===== src/rtl/rxcfg_pkg.sv =====
// Package: shared widths, addresses, reset words and field layouts for the
// receiver control block. Assumes 6-bit addresses and 12-bit data words.
package rxcfg_pkg;
    localparam int ADDR_W = 6;
    localparam int WORD_W = 12;

    localparam logic [ADDR_W-1:0] ADDR_CFG1 = 6'b100000;
    localparam logic [ADDR_W-1:0] ADDR_CFG2 = 6'b100001;

    // Test source select for GPO1
    typedef enum logic [1:0] {
        TST_PASS   = 2'b00,
        TST_SHIFT  = 2'b01,
        TST_VCOCAL = 2'b10,
        TST_ADAPT  = 2'b11
    } tst_sel_e;

    // First word, bits 10:0 (bit 11 reserved, not stored)
    typedef struct packed {
        logic [3:0] iq_phase;  // 10:7
        logic       clk_dc;    // 6
        logic       clk_div2;  // 5
        logic       vco_sel;   // 4
        logic       vco_on;    // 3
        logic       tx_sel;    // 2
        tst_sel_e   tst;       // 1:0
    } cfg1_t;

    // Second word, bits 11:7 and 5:0 (bit 6 reserved, not stored)
    typedef struct packed {
        logic       dc_st;     // 11
        logic       dc_en;     // 10
        logic       lna_blank; // 9
        logic       trd;       // 8
        logic       trtx_en;   // 7
        logic [1:0] trd_gpo;   // 5:4
        logic [1:0] trtx_gpo;  // 3:2
        logic [1:0] gpo_norm;  // 1:0
    } cfg2_t;

    localparam cfg1_t CFG1_RST = cfg1_t'(11'h004);
    localparam cfg2_t CFG2_RST = cfg2_t'(11'h200);
endpackage


===== src/rtl/rxcfg_regfile.sv =====
// Module: storage for the two configuration words.
// Decodes the write address and keeps only the defined fields.
// The start bit clears when st_ack reports it consumed; a write in the
// same cycle wins over the clear. Assumes synchronous active-low reset.
module rxcfg_regfile
    import rxcfg_pkg::*;
(
    input  logic              clk,
    input  logic              rst_n,
    input  logic              wr_en,
    input  logic [ADDR_W-1:0] wr_addr,
    input  logic [WORD_W-1:0] wr_data,
    input  logic              st_ack,
    output cfg1_t             cfg1_q,
    output cfg2_t             cfg2_q
);
    logic hit1;
    logic hit2;

    // Address decode for both words
    always_comb begin
        hit1 = wr_en && (wr_addr == ADDR_CFG1);
        hit2 = wr_en && (wr_addr == ADDR_CFG2);
    end

    // First word: plain load
    always_ff @(posedge clk) begin
        if (!rst_n)    cfg1_q <= CFG1_RST;
        else if (hit1) cfg1_q <= cfg1_t'(wr_data[10:0]);
    end

    // Second word: load, or self-clear of the start bit once consumed
    always_ff @(posedge clk) begin
        if (!rst_n)        cfg2_q <= CFG2_RST;
        else if (hit2)     cfg2_q <= cfg2_t'({wr_data[11:7], wr_data[5:0]});
        else if (st_ack)   cfg2_q.dc_st <= 1'b0;
    end


    wrong_addr_keeps_cfg1_chk: assert property (@(posedge clk) disable iff (!rst_n)
        (wr_en && wr_addr != ADDR_CFG1) |=> $stable(cfg1_q));


    start_bit_clears_chk: assert property (@(posedge clk) disable iff (!rst_n)
        (st_ack && !(hit2 && wr_data[11])) |=> !cfg2_q.dc_st);
endmodule


===== src/rtl/rxcfg_dcc_start.sv =====
// Module: receive-enable synchronizer and DC-correction start pulse.
// Synchronizes the asynchronous enable through SYNC_STAGES flops, then
// detects its rising edge. Merges the edge (when armed) with a pending
// start bit into one registered, single-cycle pulse. Assumes
// SYNC_STAGES >= 2 and synchronous active-low reset.
module rxcfg_dcc_start #(
    parameter int SYNC_STAGES = 2
) (
    input  logic clk,
    input  logic rst_n,
    input  logic rx_en_async,
    input  logic edge_arm,
    input  logic st_pend,
    output logic rx_en_sync,
    output logic st_ack,
    output logic start_pulse
);
    logic [SYNC_STAGES-1:0] sync_q;
    logic                   rx_prev_q;
    logic                   rx_rise;

    // Synchronizer chain for the receive enable
    always_ff @(posedge clk) begin
        if (!rst_n) sync_q <= '0;
        else        sync_q <= {sync_q[SYNC_STAGES-2:0], rx_en_async};
    end

    assign rx_en_sync = sync_q[SYNC_STAGES-1];

    // Previous synchronized value, for edge detection
    always_ff @(posedge clk) begin
        if (!rst_n) rx_prev_q <= 1'b0;
        else        rx_prev_q <= rx_en_sync;
    end

    // Rising edge and start-bit consumption
    always_comb begin
        rx_rise = rx_en_sync && !rx_prev_q;
        st_ack  = st_pend && rx_en_sync;
    end

    // Registered start pulse from either source
    always_ff @(posedge clk) begin
        if (!rst_n) start_pulse <= 1'b0;
        else        start_pulse <= (rx_rise && edge_arm) || st_ack;
    end


    edge_start_chk: assert property (@(posedge clk) disable iff (!rst_n)
        ($rose(rx_en_sync) && edge_arm) |=> start_pulse);


    pend_start_chk: assert property (@(posedge clk) disable iff (!rst_n)
        (st_pend && rx_en_sync) |=> start_pulse);


    no_start_unarmed_chk: assert property (@(posedge clk) disable iff (!rst_n)
        (!st_pend && !edge_arm) |=> !start_pulse);
endmodule


===== src/rtl/rxcfg_gpo_mux.sv =====
// Module: general-purpose output selection.
// Each pin takes the first source that applies: the DC-window remap, then
// the transmit remap, then (GPO1 only) the test mux, then the normal bits.
// Purely combinational. Assumes its inputs are synchronous to the clock.
module rxcfg_gpo_mux
    import rxcfg_pkg::*;
(
    input  logic     clk,
    input  logic     rst_n,
    input  cfg2_t    cfg2,
    input  tst_sel_e tst,
    input  logic     dcc_window,
    input  logic     tx_en,
    input  logic     shift_tap,
    input  logic     vcocal_msb,
    input  logic     adapt_cnt2,
    output logic     gpo1,
    output logic     gpo2
);
    logic dc_remap;
    logic tx_remap;
    logic g1_test;

    // Override qualifiers
    always_comb begin
        dc_remap = cfg2.trd && dcc_window;
        tx_remap = cfg2.trtx_en && tx_en;
    end

    // Test-source multiplexer; pass keeps the normal bit
    always_comb begin
        unique case (tst)
            TST_SHIFT:  g1_test = shift_tap;
            TST_VCOCAL: g1_test = vcocal_msb;
            TST_ADAPT:  g1_test = adapt_cnt2;
            default:    g1_test = cfg2.gpo_norm[0];
        endcase
    end

    // Priority chain for both pins
    always_comb begin
        if (dc_remap) begin
            gpo1 = cfg2.trd_gpo[0];
            gpo2 = cfg2.trd_gpo[1];
        end else if (tx_remap) begin
            gpo1 = cfg2.trtx_gpo[0];
            gpo2 = cfg2.trtx_gpo[1];
        end else begin
            gpo1 = g1_test;
            gpo2 = cfg2.gpo_norm[1];
        end
    end


    dc_remap_wins_chk: assert property (@(posedge clk) disable iff (!rst_n)
        (cfg2.trd && dcc_window) |-> (gpo1 == cfg2.trd_gpo[0] && gpo2 == cfg2.trd_gpo[1]));


    normal_bits_chk: assert property (@(posedge clk) disable iff (!rst_n)
        (!(cfg2.trd && dcc_window) && !(cfg2.trtx_en && tx_en) && tst == TST_PASS)
        |-> (gpo1 == cfg2.gpo_norm[0] && gpo2 == cfg2.gpo_norm[1]));
endmodule


===== src/rtl/rxcfg_ctrl.sv =====
// Module: receiver control register block, top level.
// Holds the two configuration words and derives the VCO, transmit buffer,
// LNA, clock-select and GPO outputs, plus the DC-correction start pulse.
// Assumes tx_en_in, dcc_window and the test taps are synchronous to clk;
// rx_en_in may be asynchronous. Synchronous active-low reset.
module rxcfg_ctrl
    import rxcfg_pkg::*;
#(
    parameter int SYNC_STAGES = 2
) (
    input  logic              clk,
    input  logic              rst_n,
    input  logic              wr_en,
    input  logic [ADDR_W-1:0] wr_addr,
    input  logic [WORD_W-1:0] wr_data,
    input  logic              rx_en_in,
    input  logic              tx_en_in,
    input  logic              tx_cfg_bit,
    input  logic              dcc_window,
    input  logic              shift_tap,
    input  logic              vcocal_msb,
    input  logic              adapt_cnt2,
    output logic              vco_en,
    output logic              txbuf_en,
    output logic              lna_en,
    output logic              dcc_start,
    output logic              gpo1,
    output logic              gpo2,
    output logic [3:0]        iq_phase_cal,
    output logic              clk_dc_coupled,
    output logic              clk_div2_en
);
    cfg1_t cfg1;
    cfg2_t cfg2;
    logic  rx_sync;
    logic  st_ack;

    rxcfg_regfile u_regs (
        .clk     (clk),
        .rst_n   (rst_n),
        .wr_en   (wr_en),
        .wr_addr (wr_addr),
        .wr_data (wr_data),
        .st_ack  (st_ack),
        .cfg1_q  (cfg1),
        .cfg2_q  (cfg2)
    );

    rxcfg_dcc_start #(.SYNC_STAGES(SYNC_STAGES)) u_dcc (
        .clk         (clk),
        .rst_n       (rst_n),
        .rx_en_async (rx_en_in),
        .edge_arm    (cfg2.dc_en),
        .st_pend     (cfg2.dc_st),
        .rx_en_sync  (rx_sync),
        .st_ack      (st_ack),
        .start_pulse (dcc_start)
    );

    rxcfg_gpo_mux u_gpo (
        .clk        (clk),
        .rst_n      (rst_n),
        .cfg2       (cfg2),
        .tst        (cfg1.tst),
        .dcc_window (dcc_window),
        .tx_en      (tx_en_in),
        .shift_tap  (shift_tap),
        .vcocal_msb (vcocal_msb),
        .adapt_cnt2 (adapt_cnt2),
        .gpo1       (gpo1),
        .gpo2       (gpo2)
    );

    // Enable sources and clock selects
    always_comb begin
        vco_en         = cfg1.vco_sel ? cfg1.vco_on : rx_sync;
        txbuf_en       = cfg1.tx_sel ? tx_en_in : tx_cfg_bit;
        lna_en         = !(cfg2.lna_blank && dcc_window);
        iq_phase_cal   = cfg1.iq_phase;
        clk_dc_coupled = cfg1.clk_dc;
        clk_div2_en    = cfg1.clk_div2;
    end


    vco_forced_chk: assert property (@(posedge clk) disable iff (!rst_n)
        cfg1.vco_sel |-> (vco_en == cfg1.vco_on));


    lna_blank_chk: assert property (@(posedge clk) disable iff (!rst_n)
        (cfg2.lna_blank && dcc_window) |-> !lna_en);


    single_pulse_chk: assert property (@(posedge clk) disable iff (!rst_n)
        (dcc_start && !cfg2.dc_st) |=> !dcc_start);
endmodule


===== config.mk =====
export PLATFORM = sky130hd
export DESIGN_NAME = rxcfg_ctrl
export DESIGN_NICKNAME = d
export VERILOG_FILES = /design/src/rtl/rxcfg_pkg.sv /design/src/rtl/rxcfg_regfile.sv /design/src/rtl/rxcfg_dcc_start.sv /design/src/rtl/rxcfg_gpo_mux.sv /design/src/rtl/rxcfg_ctrl.sv
export SDC_FILE = /design/constraint.sdc
export NUM_CORES = 1
export LEC_CHECK = 0
export ABC_AREA = 1
export BUFFER_PORTS_ARGS = -buffer_cell sky130_fd_sc_hd__buf_2
export CORE_ASPECT_RATIO = 1.2
export CORE_MARGIN = 3
export CORE_UTILIZATION = 49
export CTS_CLUSTER_DIAMETER = 60
export DETAILED_ROUTE_END_ITERATION = 8
export HOLD_SLACK_MARGIN = 0.03
export PLACE_DENSITY = 0.81
export RECOVER_POWER = 25
export REMOVE_ABC_BUFFERS = 1
export SLEW_MARGIN = 15
export SYNTH_ARGS = -nofsm -noshare
export SYNTH_HDL_FRONTEND = slang
export SYNTH_SLANG_ARGS = --single-unit
export TNS_END_PERCENT = 10

===== constraint.sdc =====
create_clock -name clk -period 0.9 [get_ports clk]
set_input_delay 0.045 -clock clk [delete_from_list [all_inputs] [get_ports clk]]
set_output_delay 0.045 -clock clk [all_outputs]
set_load 0.1 [all_outputs]

# After elaboration in Yosys (flattened, before gate mapping)
# Index checks and enable logic that the tools add are counted.
# Widths: inputs -> output; s select.
[classes]
muxes = 9
bitwise = 0
mul = 0
n_lt_le_gt_ge = 0
add_sub_neg = 0
div = 0
n_eq_ne = 5
shifts = 0
reduce_logical = 12
[ops]
columns = ["operator", "n"]
rows = [
  ["$eq 6x6->1 const B", 2],
  ["$logic_and 1x1->1", 8],
  ["$mux 1", 8],
  ["$eq 2x2->1 const B", 2],
  ["$pmux 1 s3", 1],
  ["$eq 2x1->1 const B", 1],
  ["$logic_not 1->1", 2],
  ["$reduce_bool 2->1", 1],
  ["$logic_or 1x1->1", 1],
]
[totals]
mem_bits_rw = 0
out_inout_bits = 12
reg_bits = 26
in_bits = 28
latchBits = 0
mem_bits_ro = 0
mem_count = 0

# Depth between registers and ports, before layout
# Gate-level depths: netlist (run 1).
[depth]
depth_word = 4
ltp_mapped = 7
mapped_depth_nobuf = 7

# By module
# Synthesis (run 1) repeated with hierarchy kept, for this count alone.
[unflattened]
cells_unflattened = 198
hier_area_um2 = 1237.4
[modules_own_cells]
columns = ["mod", "instances", "cells_each", "area_each_um2"]
rows = [
  ["rxcfg_regfile", 1, 151, 984.7],
  ["rxcfg_dcc_start", 1, 16, 130.1],
  ["rxcfg_gpo_mux", 1, 22, 88.8],
  ["rxcfg_ctrl", 1, 9, 33.8],
]

# Least setup slack after synthesis (run 1)
# OpenSTA, ideal clock, no wires.
[synth_path]
path_kind = "register to output"
start = "register u_regs.cfg2_q[6] (netlist name)"
end = "output gpo2"
required_time_ps = 855
slack_ps = -1700
path_stages_with_launch = 4
arrival_time_ps = 2555
path_cell_list = "dfxtp_1 -> nand2_1 -> o21ai_0 -> o21ai_0"
[synth_between]
elab_chain_len = 3
[synth_rtl]
columns = ["item", "line_no", "rtl"]
rows = [
  ["start: declaration", "rxcfg_regfile.sv:15", "output cfg2_t cfg2_q"],
  ["start signal: assignment", "rxcfg_regfile.sv:35", "else if (hit2) cfg2_q <= cfg2_t'({wr_data[11:7], wr_data[5:0]});"],
  ["$logic_and 1x1->1", "rxcfg_gpo_mux.sv:27", "tx_remap = cfg2.trtx_en && tx_en;"],
  ["$mux 1", "rxcfg_gpo_mux.sv:45", "end else if (tx_remap) begin"],
  ["$mux 1", "rxcfg_gpo_mux.sv:42", "if (dc_remap) begin"],
  ["end: declaration", "rxcfg_ctrl.sv:28", "output logic gpo2,"],
]
# Every way passes these cells.

# Worst setup path in the final report (run 1)
[layout_path]
start = "register u_regs.cfg1_q[0] (netlist name)"
end = "output gpo1"
[layout_between]
elab_chain_len = 4
word_cells_on_any_way = 6
cone_classes = "3 x eq/ne; 3 x mux"
[layout_rtl]
columns = ["item", "line_no", "rtl"]
rows = [
  ["start: declaration", "rxcfg_regfile.sv:14", "output cfg1_t cfg1_q,"],
  ["start signal: assignment", "rxcfg_regfile.sv:29", "else if (hit1) cfg1_q <= cfg1_t'(wr_data[10:0]);"],
  ["$eq 2x2->1 or $eq 2x1->1 (tied branches)", "rxcfg_gpo_mux.sv:32", "unique case (tst)"],
  ["$pmux 1 s3 *", "rxcfg_gpo_mux.sv:32", ""],
  ["$mux 1 *", "rxcfg_gpo_mux.sv:45", ""],
  ["$mux 1 *", "rxcfg_gpo_mux.sv:42", ""],
  ["end: declaration", "rxcfg_ctrl.sv:27", "output logic gpo1,"],
]
# Mark *: on every way between the ends. The rest lies on a longest branch, timed or not.

==> results of run 1 <==
==> metal layers <==
layer	routed length, um	up-vias	share of wire	track usage
li1	-	673	-	-
met1	1130	581	0.41	0.227
met2	1450	48	0.52	0.358
met3	174	2	0.063	0.0310
met4	21	0	0.0075	0.0730
met5	0	-	0	0
==> power by group <==
group	switching, mW	internal, mW	leakage, nW	total [mW]
Combinational	0.202	0.129	0.625	0.330
Clock	0.334	0.450	0.0279	0.784
Sequential	0.00784	1.17	0.216	1.17
Total	0.543	1.74	0.869	2.29
==> final cells by class <==
class | count | area (sq um)
clock inverter | 1 | 30.0
multi-input combinational | 129 | 588
fill | 196 | 616
timing repair buffer | 50 | 448
clock buffer | 3 | 22.5
inverter | 26 | 97.6
sequential | 26 | 537
tap | 31 | 38.8
==> repair_timing <==
action / CTS / global route
endpoints found under the setup margin: 12 / 12
gates resized for setup: 22 / 5
pin swaps: 2 / 1
hold buffers: 3 / 0
hold endpoints to repair: 3 / 0
==> cells in the final DEF, fill, tap and decap left out <==
| cell type | n |
|---|---|
| nand3_2 | 1 |
| a21oi_1 | 2 |
| dfxtp_2 | 13 |
| nor2_2 | 3 |
| buf_2 | 26 |
| bufinv_16 | 1 |
| o21ai_1 | 1 |
| a21oi_2 | 1 |
| buf_4 | 7 |
| mux2_2 | 2 |
| inv_2 | 3 |
| nand3_1 | 15 |
| nor2_4 | 1 |
| nand4_1 | 11 |
| nor2_1 | 47 |
| buf_12 | 9 |
| dfxtp_1 | 13 |
| clkbuf_4 | 3 |
| o21ai_2 | 1 |
| clkbuf_1 | 2 |
| inv_1 | 23 |
| buf_6 | 2 |
| nand2_1 | 41 |
| dlygate4sd3_1 | 3 |
| clkbuf_16 | 1 |
| nand2_2 | 3 |
==> sequential cells by signal, summed over array words and instances, names as in the netlist <==
signal / count
u_dcc.start_pulse: 1
u_dcc.rx_prev_q: 1
u_regs.cfg2_q: 11
u_dcc.sync_q: 2
u_regs.cfg1_q: 11
==> cell families (layout without fill, tap and decap cells) <==
family / count (synthesis) / count (layout) / share of synthesized area
AOI/OAI and AO/OA: 5 / 5 / 0.0197
buffers and inverters: 38 / 80 / 0.133
DFF: 26 / 26 / 0.410
muxes: 2 / 2 / 0.0177
and+or+nand+nor: 122 / 122 / 0.420
==> per-stage QoR <==
| step | util | instance area [sq um] |
|---|---|---|
| detailed placement | 0.691 | 1640 |
| finish | 0.741 | 1760 |
| CTS | 0.742 | 1760 |
| floorplan | - | 1200 |
| global route | 0.741 | 1760 |
| global placement | 0.691 | 1640 |
==> path summary, 6_finish.rpt <==
kind | startpoint | endpoint | slack, ns
worst max-delay path | u_regs.cfg1_q[0]$_SDFFE_PN0P_ | gpo1 | -0.38
worst max register to register | u_dcc.sync_q[1]$_SDFF_PN0_ | u_regs.cfg2_q[10]$_SDFFE_PN0P_ | 0.14
worst min-delay path | wr_data[0] | u_regs.cfg1_q[0]$_SDFFE_PN0P_ | 0.05
worst min register to register | u_dcc.sync_q[0]$_SDFF_PN0_ | u_dcc.sync_q[1]$_SDFF_PN0_ | 0.43
==> worst min-delay path, delay by kind of cell <==
family / cells / cell delay, ns
simple gates: 3 / 0.19
buf+inv: 2 / 0.11
==> run metrics, run 1 <==
status finished, violations left; failing checks setup timing; TritonCTS clock tree yes; Die Wd roughly 52 um; Die Footprint 3240 sq um; dpl cells approximately 260; RSZ-0062 raised after global routing true; Clock Pin Slew Worst Setup and Hold Paths between 0.1 and 0.15 ns; Clk Latency, worst-skew pair 0.31 ns; Post-synth EDFFs 0; Hold Vio Cnt, Final 0; first-pass GRT wire length a little under 5000 um; post-route worst setup slack -0.384 ns; peak per-stage delay on the critical path roughly 0.36 ns; VDD IR-drop max ~0.0011 V; clock sinks 26; Tmin final 1.28 ns; Slew @ Worst Pin around 0.43 ns; # IOs 40; Pwr Total 2.29 mW; largest area contributor in the synthesized netlist dfxtp_1; number of global-route vias before repair 1221; hpwl dp around 2100 um; initial antenna violation count 0; clock root buffer clkbuf_4; Port Buf Inserts 39; Setup Skew ~0.00032 ns; core area about 2400 sq um; Place WS -0.143 ns; crit path max fanout 4; critical path arrival 1.24 ns; CTS H-tree lvls 1; Worst Reg2Reg Path Length in Cells 4; Critical path buffers and inverters 1; post-CTS setup repair buffer count 0; Total Wirelength around 2800 um; fraction of layout cells with a size suffix above 1 0.328; hold_ws approximately 0.046 ns; Setup crit end kind primary output; Max-Cap Viols 0; Tcrit/Tclk final 1.43; Via Count between 1k and 1.5k; delay-heaviest family, CP flip-flops; routability cong. between 0.7 and 0.8; area share of the largest cell type after synthesis 0.410; Worst path most repeated cell nand2_1; crit path cell chain a21oi_2 -> nand2_1 -> nand2_1 -> nand2_1 -> nand2_1 -> nand2_2 -> buf_12; synth unique cells 17; Final ANT Viol Nets 0; Seq cells post-synth 26; Final Non-Filler Cells between 200 and 300; Layout area overhead 38.7%; Post-Syn Area approximately 1300 sq um; path type of the worst min-delay path input pin to register; clock buffer depth 2; Leak about 0.87 nW; Die Span Y 61.8 um; placement row count 19; Remaining DRCs 0; ranking of synthesized cells by area dfxtp_1, nor2_1, nand2_1; Commonest cells post-synth nor2_1, nand2_1, dfxtp_1; gr usage total 0.195; Max Transition Viols Final 0; Post-Syn Area per Cell roughly 6.6 sq um; fmax roughly 0.8 GHz; CP Launch Type register; total CTS buffers 3; Syn Inst Count around 190; Slowest-stage cell, CP dfxtp_2; DR vias/cell approximately 5; initial core utilization 0.534; asr flop ratio synth 0; Setup CP Type register to primary output; sequential area share after synthesis 0.410; Slew HR 0.716; most frequent cell after synthesis nor2_1; Final Net Count between 200 and 300; total grt overflow 0; initial drt markers 34; Sum Neg Setup Slack -1.56 ns; Synth Warn # 0; Top FF cell, synth dfxtp_1; CP required between 0.8 and 0.9 ns; wire per inst 10.5 um; ANT cells 0; Hold Path Depth 5; router iterations before antenna repair 4; pin count of the biggest net entering global routing 26; Power Dens Cells approximately 1300 nW/um^2; CP Depth 7; Final setup violation count 11
Power figures use the tool's default switching activity.
==> run 2, diff against run 1 <==
--- a/config.mk
+++ b/config.mk
@@ -13,7 +13,7 @@
 export CTS_CLUSTER_DIAMETER = 60
 export DETAILED_ROUTE_END_ITERATION = 8
 export HOLD_SLACK_MARGIN = 0.03
-export PLACE_DENSITY = 0.81
+export PLACE_DENSITY = 0.77
 export RECOVER_POWER = 25
 export REMOVE_ABC_BUFFERS = 1
 export SLEW_MARGIN = 15
==> run metrics, run 2 (synthesis results as in run 1) <==
TritonCTS clock tree yes; post-route worst setup slack -0.413 ns; Leak 0.873 nW; clock root buffer clkbuf_4; Max-Cap Viols 0; Total Wirelength about 2900 um; post-CTS setup repair buffer count 0; router iterations before antenna repair 4; crit path cell chain inv_2 -> nand2_1 -> nand3_1 -> nand2_1 -> nand2_1 -> nand2_1 -> nand2_2 -> buf_12; fill count a little under 200; hpwl dp 2120 um; routed length on met2 1470 um; Final Non-Filler Cells ~270; RSZ-0062 raised after global routing true; DR vias/cell slightly below 5; clock buffer depth 2; fmax about 0.76 GHz; hold_ws ~0.047 ns; Via Count approximately 1.3k; initial antenna violation count 0; status finished, violations left; Port Buf Inserts 39; pin count of the biggest net entering global routing 26; Sum Neg Setup Slack -1.59 ns; Die Footprint approximately 3200 sq um; Clk Latency, worst-skew pair about 0.32 ns; Slew @ Worst Pin 0.416 ns; Die Wd approximately 52 um; CP Launch Type register; first-pass GRT wire length 4610 um; Final setup violation count 11; commonest non-fill, non-tap cells in the layout nor2_1, nand2_1, buf_2; VDD IR-drop max between 0.001 and 0.0015 V; ANT cells 0; final instance area ~1800 sq um; Critical path buffers and inverters 2; critical path arrival around 1.3 ns; Remaining DRCs 0; dpl cells 260; Util after Layout 0.744; initial drt markers 31; Final Net Count 265; Max Transition Viols Final 0; Clock Pin Slew Worst Setup and Hold Paths between 0.1 and 0.15 ns; peak per-stage delay on the critical path 0.38 ns; path type of the worst min-delay path input pin to register; clock sinks 26; placement row count 19; initial core utilization 0.534; fraction of layout cells with a size suffix above 1 0.335; biggest regs u_regs.cfg1_q: 11 flops, u_regs.cfg2_q: 11 flops, u_dcc.sync_q: 2 flops; Die Span Y approximately 62 um; WL met3 171 um; routability cong. between 0.7 and 0.8; Setup crit end kind primary output; CTS H-tree lvls 1; Setup Skew 0.00101 ns; Slew HR 0.723; failing checks setup timing; Final ANT Viol Nets 0; core area roughly 2400 sq um; routed metal-1 wire length around 1200 um; commonest non-fill, non-tap cell in the layout nor2_1; crit path max fanout 4; placed inst area about 1700 sq um; Power Dens Cells ~1300 nW/um^2; number of global-route vias before repair about 1.2k; Hold Vio Cnt, Final 0; CP required 0.85 ns; Tmin final about 1.3 ns; Layout area overhead 39.3%; total grt overflow 0; Tcrit/Tclk final 1.46; wire per inst approximately 11 um; gr usage total 0.187; Slowest-stage cell, CP dfxtp_4; Worst path most repeated cell nand2_1; DR top layer met4; delay-heaviest family, CP flip-flops; # IOs 40; Setup CP Type register to primary output; total CTS buffers 3
run 2: worst register-to-register path: stages, from the launching register on:
cell and delay, ns:
dfxtp_1 0.34, buf_4 0.13, nor2_1 0.09, nor2_1 0.05, nor2_1 0.12
run 2: layer usage:
layer  track usage  vias to the layer above
li1              -                      674
met1         0.226                      580
met2         0.340                       43
met3        0.0239                        2
met4        0.0620                        0
met5             0                        -
run 2: stage by stage:
step	total power [mW]	setup slack (ns)
2_1_floorplan	1.35	-1.70
3_3_place_gp	1.51	-0.100
3_5_place_dp	1.51	-0.157
4_1_cts	2.32	-0.423
5_1_grt	2.41	-0.511
6_report	2.30	-0.413
run 2: final cells by class:
type	instances	area (sq um)	area share
Sequential cell	26	539	0.305
Timing Repair Buffer	51	453	0.256
Multi-Input combinational cell	129	588	0.332
Tap cell	31	38.8	0.0219
Inverter	26	97.6	0.0552
Clock inverter	1	30.0	0.0170
Clock buffer	3	22.5	0.0127
run 2: timing repair:
action | 4_1_cts | 5_1_grt
hold buffers | 3 | 0
resized for setup | 22 | 6
pin swaps | 3 | 3
endpoints found under the hold margin | 3 | 0
setup endpoints to repair | 12 | 12
run 2: where the power goes:
group          internal [mW]  switching, mW  total [mW]  leakage [nW]
Sequential              1.16        0.00816        1.17         0.216
Clock                  0.450          0.347       0.798        0.0279
Combinational          0.131          0.203       0.334         0.629
run 2: final timing paths:
check                                     start                        endpoint  slack [ns]  depth (start not counted)
setup / recovery  u_regs.cfg1_q[0]$_SDFFE_PN0P_                            gpo1       -0.41                          8
hold / removal                       wr_data[6]   u_regs.cfg1_q[6]$_SDFFE_PN0P_        0.05                          5
setup reg to reg     u_dcc.sync_q[1]$_SDFF_PN0_  u_regs.cfg2_q[10]$_SDFFE_PN0P_        0.12                          4
hold reg to reg      u_dcc.sync_q[0]$_SDFF_PN0_      u_dcc.sync_q[1]$_SDFF_PN0_        0.44                          2
